===== config.mk =====
export PLATFORM = sky130hd
export DESIGN_NAME = pmclk_ctrl
export DESIGN_NICKNAME = d
export VERILOG_FILES = /design/src/rtl/pmclk_pkg.sv /design/src/rtl/pmclk_regs.sv /design/src/rtl/pmclk_mode.sv /design/src/rtl/pmclk_gate_bank.sv /design/src/rtl/pmclk_ctrl.sv
export SDC_FILE = /design/constraint.sdc
export NUM_CORES = 1
export LEC_CHECK = 0
export ABC_AREA = 1
export BUFFER_PORTS_ARGS = -buffer_cell sky130_fd_sc_hd__buf_2
export CAP_MARGIN = 20
export CORE_UTILIZATION = 45
export CTS_BUF_LIST = sky130_fd_sc_hd__clkbuf_8
export CTS_CLUSTER_DIAMETER = 120
export DETAILED_ROUTE_END_ITERATION = 7
export PLACE_DENSITY = 0.74
export SETUP_SLACK_MARGIN = 0.05
export SYNTH_ARGS = -nofsm -noshare
export SYNTH_HDL_FRONTEND = slang
export SYNTH_SLANG_ARGS = --single-unit

===== constraint.sdc =====
create_clock -name clk -period 2.2 [get_ports clk]
set_input_delay 0.22 -clock clk [delete_from_list [all_inputs] [get_ports clk]]
set_output_delay 0.22 -clock clk [all_outputs]
set_load 0.03 [all_outputs]

===== src/rtl/pmclk_pkg.sv =====
package pmclk_pkg;

    // Register addresses; software depends on this map.
    typedef enum logic [1:0] {
        ADDR_EN_MASK  = 2'd0,
        ADDR_FRC_MASK = 2'd1,
        ADDR_CTRL     = 2'd2,
        ADDR_MODE     = 2'd3
    } pmclk_addr_e;

    // Control register bit positions
    localparam int CTRL_LP_BIT  = 0;
    localparam int CTRL_MCD_BIT = 1;

    // Mode register bit positions
    localparam int MODE_IDLE_BIT = 0;
    localparam int MODE_STOP_BIT = 1;

    // Power state as seen by the gate bank
    typedef enum logic [1:0] {
        PS_RUN  = 2'd0,
        PS_IDLE = 2'd1,
        PS_STOP = 2'd2
    } pmclk_pstate_e;

endpackage


===== src/rtl/pmclk_regs.sv =====
module pmclk_regs
    import pmclk_pkg::*;
#(
    parameter int NUM_PERIPH = 11
) (
    input  logic                  clk,
    input  logic                  rst_n,
    input  logic                  srst,
    input  logic                  stopped,
    input  logic                  wr_en,
    input  logic [1:0]            wr_addr,
    input  logic [NUM_PERIPH-1:0] wr_data,
    output logic [NUM_PERIPH-1:0] en_mask,
    output logic [NUM_PERIPH-1:0] frc_mask,
    output logic                  lp_en,
    output logic                  mcd_en,
    output logic                  idle_req,
    output logic                  stop_req
);

    localparam logic [NUM_PERIPH-1:0] EN_RESET  = {NUM_PERIPH{1'b1}};
    localparam logic [NUM_PERIPH-1:0] FRC_RESET = '0;

    typedef struct packed {
        logic [NUM_PERIPH-1:0] en;
        logic [NUM_PERIPH-1:0] frc;
        logic                  lp;
        logic                  mcd;
    } cfg_t;

    localparam cfg_t CFG_RESET = '{en: EN_RESET, frc: FRC_RESET, lp: 1'b0, mcd: 1'b0};

    cfg_t        cfg_d, cfg_q;
    pmclk_addr_e addr;
    logic        wr_ok;

    assign addr  = pmclk_addr_e'(wr_addr);
    // The CPU is halted while stopped, so no write can land then.
    assign wr_ok = wr_en && !stopped;

    always_comb begin
        cfg_d = cfg_q;
        if (srst) begin
            cfg_d = CFG_RESET;
        end else if (wr_ok) begin
            unique case (addr)
                ADDR_EN_MASK:  cfg_d.en  = wr_data;
                ADDR_FRC_MASK: cfg_d.frc = wr_data;
                ADDR_CTRL: begin
                    cfg_d.lp  = wr_data[CTRL_LP_BIT];
                    cfg_d.mcd = wr_data[CTRL_MCD_BIT];
                end
                default: ;
            endcase
        end
    end

    always_ff @(posedge clk or negedge rst_n) begin
        if (!rst_n) cfg_q <= CFG_RESET;
        else        cfg_q <= cfg_d;
    end

    assign en_mask  = cfg_q.en;
    assign frc_mask = cfg_q.frc;
    assign lp_en    = cfg_q.lp;
    assign mcd_en   = cfg_q.mcd;
    assign idle_req = wr_ok && !srst && (addr == ADDR_MODE) && wr_data[MODE_IDLE_BIT];
    assign stop_req = wr_ok && !srst && (addr == ADDR_MODE) && wr_data[MODE_STOP_BIT];

    // Internal reset restores every configuration field on the next edge.
    assert_soft_reset_cfg_R10: assert property (@(posedge clk) disable iff (!rst_n)
        srst |=> (en_mask == EN_RESET && frc_mask == FRC_RESET && !lp_en && !mcd_en));

    // No mode request can be generated while stopped.
    assert_no_req_in_stop_R9: assert property (@(posedge clk) disable iff (!rst_n)
        stopped |-> (!idle_req && !stop_req));

endmodule


===== src/rtl/pmclk_mode.sv =====
module pmclk_mode
    import pmclk_pkg::*;
(
    input  logic          clk,
    input  logic          rst_n,
    input  logic          idle_req,
    input  logic          stop_req,
    input  logic          wake_i,
    input  logic          mcd_en,
    input  logic          mcd_timeout,
    output pmclk_pstate_e pstate,
    output logic          stopped,
    output logic          srst
);

    typedef struct packed {
        logic idle;
        logic stop_pend;
        logic stop;
        logic rst_req;
    } mode_t;

    mode_t mode_d, mode_q;

    always_comb begin
        mode_d = mode_q;
        if (mode_q.rst_req) begin
            mode_d = '0;
        end else begin
            // Stop lands one cycle after the accepted write.
            if (mode_q.stop_pend) mode_d.stop = 1'b1;
            mode_d.stop_pend = stop_req;
            if (wake_i)   mode_d.idle = 1'b0;
            if (idle_req) mode_d.idle = 1'b1;
            mode_d.rst_req = mcd_en && mcd_timeout;
        end
    end

    always_ff @(posedge clk or negedge rst_n) begin
        if (!rst_n) mode_q <= '0;
        else        mode_q <= mode_d;
    end

    always_comb begin
        if (mode_q.stop)      pstate = PS_STOP;
        else if (mode_q.idle) pstate = PS_IDLE;
        else                  pstate = PS_RUN;
    end

    assign stopped = mode_q.stop;
    assign srst    = mode_q.rst_req;

    assert_stop_after_one_cycle_R8: assert property (@(posedge clk) disable iff (!rst_n)
        (mode_q.stop_pend && !mode_q.rst_req) |=> mode_q.stop);

    assert_stop_sticky_R9: assert property (@(posedge clk) disable iff (!rst_n)
        (mode_q.stop && !mode_q.rst_req) |=> mode_q.stop);

    assert_wake_ends_idle_R7: assert property (@(posedge clk) disable iff (!rst_n)
        (mode_q.idle && wake_i && !idle_req) |=> !mode_q.idle);

    assert_int_reset_single_R10: assert property (@(posedge clk) disable iff (!rst_n)
        mode_q.rst_req |=> (!mode_q.rst_req && !mode_q.stop && !mode_q.idle));

endmodule


===== src/rtl/pmclk_gate_bank.sv =====
module pmclk_gate_bank
    import pmclk_pkg::*;
#(
    parameter int NUM_PERIPH = 11
) (
    input  logic                  clk,
    input  logic                  rst_n,
    input  pmclk_pstate_e         pstate,
    input  logic                  lp_en,
    input  logic [NUM_PERIPH-1:0] en_mask,
    input  logic [NUM_PERIPH-1:0] frc_mask,
    output logic                  cpu_en,
    output logic [NUM_PERIPH-1:0] periph_en,
    output logic                  osc_en
);

    localparam logic [NUM_PERIPH-1:0] ALL_ON = {NUM_PERIPH{1'b1}};

    logic                  cpu_want;
    logic                  osc_want;
    logic [NUM_PERIPH-1:0] periph_want;

    always_comb begin
        cpu_want    = 1'b1;
        osc_want    = 1'b1;
        periph_want = ALL_ON;
        unique case (pstate)
            PS_STOP: begin
                cpu_want    = 1'b0;
                osc_want    = 1'b0;
                periph_want = '0;
            end
            PS_IDLE: begin
                cpu_want    = 1'b0;
                periph_want = lp_en ? en_mask : ALL_ON;
            end
            default: begin
                periph_want = lp_en ? (en_mask | frc_mask) : ALL_ON;
            end
        endcase
    end

    // Falling-edge enable flops: a gate sees a new enable only while clk is low.
    always_ff @(negedge clk or negedge rst_n) begin
        if (!rst_n) begin
            cpu_en <= 1'b1;
            osc_en <= 1'b1;
        end else begin
            cpu_en <= cpu_want;
            osc_en <= osc_want;
        end
    end

    for (genvar g = 0; g < NUM_PERIPH; g++) begin : g_dom
        always_ff @(negedge clk or negedge rst_n) begin
            if (!rst_n) periph_en[g] <= 1'b1;
            else        periph_en[g] <= periph_want[g];
        end
    end

    assert_stop_all_off_R8: assert property (@(posedge clk) disable iff (!rst_n)
        (pstate == PS_STOP) |-> (!cpu_en && !osc_en && periph_en == '0));

    assert_lp_idle_follows_mask_R3: assert property (@(posedge clk) disable iff (!rst_n)
        (pstate == PS_IDLE && lp_en) |-> (!cpu_en && periph_en == en_mask));

    assert_std_idle_keeps_periph_R2: assert property (@(posedge clk) disable iff (!rst_n)
        (pstate == PS_IDLE && !lp_en) |-> (!cpu_en && periph_en == ALL_ON));

    assert_cpu_on_when_running_R4: assert property (@(posedge clk) disable iff (!rst_n)
        (pstate == PS_RUN) |-> (cpu_en && osc_en));

endmodule


===== src/rtl/pmclk_ctrl.sv =====
module pmclk_ctrl
    import pmclk_pkg::*;
#(
    parameter int NUM_PERIPH = 11
) (
    input  logic                  clk,
    input  logic                  rst_n,
    input  logic                  wr_en_i,
    input  logic [1:0]            wr_addr_i,
    input  logic [NUM_PERIPH-1:0] wr_data_i,
    input  logic                  wake_i,
    input  logic                  mcd_timeout_i,
    output logic                  cpu_clk_en_o,
    output logic [NUM_PERIPH-1:0] periph_clk_en_o,
    output logic                  osc_en_o,
    output logic                  mcd_en_o,
    output logic                  int_rst_o
);

    logic [NUM_PERIPH-1:0] en_mask;
    logic [NUM_PERIPH-1:0] frc_mask;
    logic                  lp_en;
    logic                  mcd_en;
    logic                  idle_req;
    logic                  stop_req;
    logic                  stopped;
    logic                  srst;
    pmclk_pstate_e         pstate;

    pmclk_regs #(.NUM_PERIPH(NUM_PERIPH)) u_regs (
        .clk      (clk),
        .rst_n    (rst_n),
        .srst     (srst),
        .stopped  (stopped),
        .wr_en    (wr_en_i),
        .wr_addr  (wr_addr_i),
        .wr_data  (wr_data_i),
        .en_mask  (en_mask),
        .frc_mask (frc_mask),
        .lp_en    (lp_en),
        .mcd_en   (mcd_en),
        .idle_req (idle_req),
        .stop_req (stop_req)
    );

    pmclk_mode u_mode (
        .clk         (clk),
        .rst_n       (rst_n),
        .idle_req    (idle_req),
        .stop_req    (stop_req),
        .wake_i      (wake_i),
        .mcd_en      (mcd_en),
        .mcd_timeout (mcd_timeout_i),
        .pstate      (pstate),
        .stopped     (stopped),
        .srst        (srst)
    );

    pmclk_gate_bank #(.NUM_PERIPH(NUM_PERIPH)) u_gates (
        .clk       (clk),
        .rst_n     (rst_n),
        .pstate    (pstate),
        .lp_en     (lp_en),
        .en_mask   (en_mask),
        .frc_mask  (frc_mask),
        .cpu_en    (cpu_clk_en_o),
        .periph_en (periph_clk_en_o),
        .osc_en    (osc_en_o)
    );

    assign mcd_en_o  = mcd_en;
    assign int_rst_o = srst;

    // Without the detector enabled, no internal reset can appear.
    assert_mcd_gates_reset_R10: assert property (@(posedge clk) disable iff (!rst_n)
        !mcd_en_o |=> !int_rst_o);

endmodule


# Word level (Yosys, flattened, before mapping)

Cells that the tools add are included.

Add/sub/neg operators: 0
Mux-type cells: 16
Multipliers: 0
$lt $le $gt $ge: 0
Divide/modulo/power cells: 0
Shifts and indexed selects: 0
Bitwise gates (word level): 1
Reduce and logical (&&, ||, !) cells: 19
Eq/ne operators: 5

Operator list:

| cell                 | number |
|---|---|
| $mux W24             | 2 |
| $mux W11             | 4 |
| $pmux W11 S2         | 1 |
| $or A11 B11 Y11      | 1 |
| $reduce_bool A2 Y1   | 5 |
| $eq A2 B2 Y1 const B | 3 |
| $logic_and A1 B1 Y1  | 6 |
| $mux W1              | 6 |
| $reduce_and A2 Y1    | 3 |
| $eq A2 B1 Y1 const B | 2 |
| $mux W2              | 2 |
| $mux W4              | 1 |
| $reduce_bool A3 Y1   | 1 |
| $logic_not A1 Y1     | 2 |
| $logic_not A2 Y1     | 1 |
| $reduce_or A2 Y1     | 1 |

Output and inout bits: 15
Latch bits: 0
Bits of input ports: 18
Memories kept: 0
Word-level logic and storage cells: 62
Bits in writable memories: 0
Memory bits (read-only): 0
Register bits after elaboration: 41

# Logic depth before layout (Yosys ltp)

Gate-level depths: netlist (run 1).

Depth after elaboration: 7
Gate-level depth with buffers: 6
Mapped depth without buffers: 5

# Cells and area by module

A second synthesis (run 1) with hierarchy kept.

Cell total of the unflattened synthesis: 258
Area total of the unflattened synthesis: 2075.7 µm²

By module, submodules not included:

| module          | seq. area each (µm²) | area an instance (µm²) | instances | cells each |
|---|---|---|---|---|
| pmclk_regs      | 614.3                | 1244.9                 | 1         | 161 |
| pmclk_gate_bank | 341.6                | 673.1                  | 1         | 80 |
| pmclk_mode      | 100.1                | 157.7                  | 1         | 17 |

==> results of run 1 <==
-- power by group through the flow --
stage               combinational [mW]  sequential [mW]  clock (mW)
floorplan                        0.661             1.66      0.0390
global placement                  1.09             1.44      0.0390
detailed placement                1.12             1.46      0.0390
CTS                               1.26             1.48       0.584
global route                      1.39             1.53       0.632
finish                            1.25             1.47       0.560
-- final cells by class --
type	instances	area [sq um]	share of cell area, %
multi-input cells	141	699	30.1
clock buffers	5	68.8	2.96
repair buffers	35	264	11.4
clock inverters	16	62.6	2.69
well taps	50	62.6	2.69
inverters	29	113	4.84
flip-flops and latches	41	1060	45.4
-- synthesized netlist by cell type, types with 4 or more instances --
cell type,n
nand2_1,56
nand3_1,37
buf_4,4
dfstp_2,24
inv_1,27
nor2_1,19
dfrtp_1,17
a31oi_1,11
nand3_2,10
-- per-layer routing --
layer / vias to the layer above / part of all wire [%]
li1: 792 / -
met1: 703 / 47
met4: 0 / 1.2
met2: 40 / 47
met5: - / 0
met3: 4 / 4.8
-- layout by cell type, fill, tap and decap left out, types with 2 or more instances in the layout --
cell and count:
nand2_1 56, inv_1 39, nand3_1 37, dfstp_2 24, nor2_1 19, buf_2 19
dfrtp_1 17, buf_6 13, a31oi_1 11, nand3_2 10, clkbuf_8 5, inv_2 3
buf_4 3, nand2_2 2
-- how the worst max path moves through the flow --
stage / startpoint / end / slack, ns / cells after the start
after floorplan: u_mode.stopped / u_gates.periph_en[0] / 0.22 / 2
after global placement: u_gates.periph_en[6] / periph_clk_en_o[6] / 0.20 / 1
after detailed placement: u_mode.mode_q[3] / u_gates.periph_en[4] / 0.14 / 3
after CTS: u_gates.periph_en[6] / periph_clk_en_o[6] / -0.12 / 1
after global routing: u_gates.periph_en[10] / periph_clk_en_o[10] / -0.16 / 1
final: u_gates.periph_en[1] / periph_clk_en_o[1] / -0.11 / 1
-- metrics by stage --
step	TNS, ns	worst slack [ns]	instances	hold slack (ns)
3_5_place_dp	0	0.138	297	0.443
4_1_cts	-1.47	-0.119	317	0.120
3_3_place_gp	0	0.201	297	0.434
2_1_floorplan	0	0.225	225	-0.0756
5_1_grt	-1.81	-0.157	317	0.120
6_report	-1.34	-0.108	317	0.131
-- flip-flops by register name (all words and copies together), names as in the netlist --
name               cells
u_mode.srst            1
u_gates.periph_en     11
u_regs.frc_mask       11
u_mode.mode_q          2
u_gates.osc_en         1
u_gates.cpu_en         1
u_mode.stopped         1
u_regs.mcd_en          1
u_regs.en_mask        11
u_regs.lp_en           1
-- kinds of logic (layout without fill, tap and decap cells) --
logic type,Yosys count,after routing,share of synthesized area [%]
AO/OA/AOI/OAI,12,12,3.96
buffers and inverters,43,85,10.4
flip-flops,41,41,53.9
AND/OR/NAND/NOR,129,129,31.8
==> metrics.cfg, run 1 <==
[logic_synthesis]
synth_area_per_cell_sq_um=8.70
synthFlopType=dfstp_2
yosysSeqAreaShare_pct=53.9
ys_ff_latch=41
synth_edf_count=0
syn_nets=243
synth_top_area_share_pct=32.2
ys_types=20
netlist_area_sq_um=1960
yosysTopAreaCell=dfstp_2
syn_inst=225
yosysWarnings=0
synth_area_leaders=dfstp_2 32%, dfrtp_1 22%, nand2_1 11%, nand3_1 9.5%, inv_1 5.2%
async_flop_share_pct=100

[clock_tree]
clk_pin_slew_worst_paths_ns=0.07
clk_path_buf_depth=2
cts_tree=built
insertion_delay_ns=0.35
numCtsBuffers=5
cts_root_buffer=clkbuf_8
htreeDepth=2
post-cts-setup-buffer-count=0
cts_sinks=41
cts_hold_buf=0
ctsResizeCount=26

[global_routing]
grtUsageTotal_pct=20.4
grt_pass1_vias=1418
grt.met3_usage_pct=5.00
grt_pass1_wl_um=6870
globalRoute.totalOverflow=0
grt_use_met2_pct=29.9
antenna_found_initial=0
groute.layer.met1.usage_pct=29.3
busiest_layer=met2
grt_start_max_net_pins=29

[outcome]
violations=negative setup slack
status=finished with violations

[power]
power_mw=3.28
combPwrFrac_pct=38.0
clock_power_share_pct=17.1
ir_drop_mv=0.457
p_sw_mw=1.31
switching_share_pct=40.0
power_density_nw_per_um2=1410
leakage_nw=1.25
seqPwrFrac_pct=44.9
p_int_mw=1.97

[die]
die_w_um=68.0
row_count=23
die_y_um=68.0
die_area_sq_um=4620
core-area_sq_um=4090
pin_count=33
start_util_pct=47.9

[cells_and_area]
fin_util_pct=56.9
drive_gt1_share_pct=31.8
finalNetCount=284
area_growth_pct=18.8
n_antenna_cell=0
finalInstanceArea_sq_um=2330
fillers=394

[hold_path]
hp-start=mcd_timeout_i
holdPathEnd=u_mode.srst
min_path_type=primary input to register
hold_depth=3

[route]
vias=1539
finalWirelength_um=3930
drt_iter0_drc=101
first_pass_iters=4
wire_per_inst_um=12.4
drc_errors=0
ant_nets=0
viasPerCell=4.85

[setup_path]
timing.rr.start=u_mode.mode_q[3]
start_kind=register
cp.arrival_ns=2.09
crit_path_end_kind=output pin
crit_family=flip-flops
r2r_slack_ns=0.23
path_buf_inv=1
cpPeakStageDelay_ns=0.52
path_cells=buf_6
critPathKind=register to output pin
rr_endpoint=u_gates.periph_en[4]
cp_max_fo=1
worst_ep_required_time_ns=1.98
r2r_cells=3
crit_slowest_cell=dfstp_2

[place]
hpwl_um=2830
placed_area_sq_um=2110
io_buffers=32
gp_congestion=0.861

[timing]
final_hold_viol_count=0
relSlewSlack_pct=51.9
tightest_slew_ns=0.722
skew_ns=0.0569
slew_viol_final=0
setup_viol=13
fin_ws_ns=-0.108
rsz0062_at_grt=yes

[flow_run]
drv_cap=0

Note: power is estimated with default switching activity, not from simulation.
==> inputs of run 2 (changes only) <==
Settings changed: CELL_PAD_IN_SITES_DETAIL_PLACEMENT set to 0, CELL_PAD_IN_SITES_GLOBAL_PLACEMENT set to 1, CORE_UTILIZATION 45 to 47, PLACE_DENSITY 0.74 to 0.95.
==> run 2 against run 1 <==
Compared with the run above:
- the flow still finishes with violations (negative setup slack)
- sequential cell count did not move
- critical endpoint is now periph_clk_en_o[8]
- via count rose by 3.4%
- clock skew barely moved
- critical path depth did not move
- clock power barely moved
- highest routed layer unchanged
- sequential power barely moved
- routed wire length rose by 4.5%
- sequential share of layout area fell by 0.48 points
==> metrics.cfg, run 2 (synthesized netlist as in run 1, its figures left out) <==
[cells_and_area]
final_cell_mix=56 x nand2_1, 39 x inv_1, 37 x nand3_1
finalInstanceArea_sq_um=2350  ; +1.1%
fin_util_pct=58.8  ; +1.9 points
fillers=364  ; -7.6%
stdcell_count=319  ; +0.63%
mostFrequentLayoutCell=nand2_1
n_antenna_cell=0  ; unchanged
finalNetCount=286  ; +0.70%
area_growth_pct=20.1
drive_gt1_share_pct=31.6  ; -0.24 points

[route]
viasPerCell=4.99  ; +2.8%
wire_per_inst_um=12.9  ; +3.9%
ant_nets=0  ; unchanged
finalWirelength_um=4100  ; +4.5%
drc_errors=0  ; unchanged
vias=1592  ; +3.4%
drt_iter0_drc=84  ; -17%
first_pass_iters=4  ; unchanged

[clock_tree]
insertion_delay_ns=0.36  ; about the same
clk_pin_slew_worst_paths_ns=0.08  ; about the same
numCtsBuffers=5  ; unchanged
cts_tree=built
cts_root_buffer=clkbuf_8
clk_path_buf_depth=2  ; unchanged
cts_sinks=41  ; unchanged
htreeDepth=2  ; unchanged

[timing]
holdWs_ns=0.124  ; -0.00753 ns
slew_viol_final=0  ; unchanged
fin_ws_ns=-0.127  ; -0.0187 ns
relSlewSlack_pct=51.8  ; -0.10 points
final_hold_viol_count=0  ; unchanged
tightest_slew_ns=0.724  ; +0.00157 ns
setup_viol=13  ; unchanged
fin_setup_tns_ns=-1.43  ; -0.0897 ns
skew_ns=0.0567  ; -0.000232 ns
rsz0062_at_grt=yes

[setup_path]
critPathKind=register to output pin
crit_slowest_cell=dfstp_2
cpPeakStageDelay_ns=0.53  ; about the same
worst_ep_required_time_ns=1.98  ; about the same
start_kind=register
cp.arrival_ns=2.11  ; +0.02 ns
crit_path_end_kind=output pin
path_cells=buf_6
cp_max_fo=1  ; unchanged
crit_family=flip-flops
path_buf_inv=1  ; unchanged

[place]
io_buffers=32  ; unchanged
dp_cells=298  ; +0.34%
placed_area_sq_um=2130  ; +0.95%
hpwl_um=2770  ; -2.2%
gp_congestion=0.775  ; -10%
pre_cts_ws_ns=0.167  ; +0.0285 ns

[power]
p_sw_mw=1.32  ; +0.53%
ir_drop_mv=0.630  ; +38%
combPwrFrac_pct=38.4  ; +0.4 points
seqPwrFrac_pct=44.7  ; -0.2 points
power_mw=3.29  ; +0.37%
power_density_nw_per_um2=1400  ; -0.70%
leakage_nw=1.26  ; +0.90%
p_int_mw=1.98  ; +0.26%
clock_power_share_pct=17.0  ; about the same
switching_share_pct=40.0  ; +0.063 points

[flow_run]
drv_cap=0  ; unchanged

[global_routing]
grt_pass1_wl_um=6800  ; -1.0%
antenna_found_initial=0  ; unchanged
grtUsageTotal_pct=21.3  ; +0.87 points
grt_pass1_vias=1501  ; +5.9%
grt_start_max_net_pins=27  ; -6.9%
globalRoute.totalOverflow=0  ; unchanged

[outcome]
violations=negative setup slack
status=finished with violations

[die]
die_w_um=66.5  ; -2.1%
die_area_sq_um=4430  ; -4.1%
pin_count=33  ; unchanged
row_count=23  ; unchanged
core-area_sq_um=4000  ; -2.1%
die_y_um=66.5  ; -2.1%
start_util_pct=49.0  ; +1.0 points

[hold_path]
min_path_type=primary input to register

## run 2: changes by cell type in the layout (fill, tap and decap cells not counted), sizes merged
cell / delta
buf: +1
inv: -1
clkinv: +2
clkinvlp: -1
dlygate4sd3: +1
## run 2: per-layer routing
metal | wire, um | up-vias | track usage [%]
li1 | - | 797 | -
met2 | 2080 | 44 | 37.0
met5 | 0 | - | 0
met1 | 1740 | 744 | 25.5
met3 | 211 | 7 | 3.25
met4 | 70 | 0 | 10.4
## run 2: final timing paths
kind	startpoint	endpoint	slack [ns]	cells past startpoint
max	u_gates.periph_en[8]	periph_clk_en_o[8]	-0.13	1
min	mcd_timeout_i	u_mode.srst	0.12	3
max reg2reg	u_mode.stopped	u_gates.periph_en[2]	0.17	1
min reg2reg	u_mode.mode_q[2]	u_mode.stopped	0.48	2
max in group asynchronous	rst_n	u_gates.periph_en[3]	0.47	2
min in group asynchronous	rst_n	u_mode.mode_q[2]	0.36	2
## run 2: power groups by stage
| stage | Clock, mW | Sequential (mW) | Combinational, mW |
|---|---|---|---|
| floorplan | 0.0390 | 1.66 | 0.661 |
| global placement | 0.0390 | 1.44 | 1.11 |
| detailed placement | 0.0390 | 1.45 | 1.14 |
| CTS | 0.566 | 1.47 | 1.27 |
| global route | 0.619 | 1.52 | 1.39 |
| finish | 0.559 | 1.47 | 1.26 |
## run 2: final cells by class
type	instances	area, sq um	area share [%]
clock buffer	5	68.8	2.93
clock inverter	16	61.3	2.61
inverter	29	109	4.63
multi-input combinational	141	699	29.7
sequential	41	1060	44.9
tap	50	62.6	2.66
timing repair buffer	37	294	12.5
## run 2: repair_timing
item                                    in CTS  in global routing
resized for setup                           26                  0
hold endpoints to repair                     3                  0
hold buffers                                 1                  0
endpoints found under the setup margin      13                 13
setup buffers                                0                  0
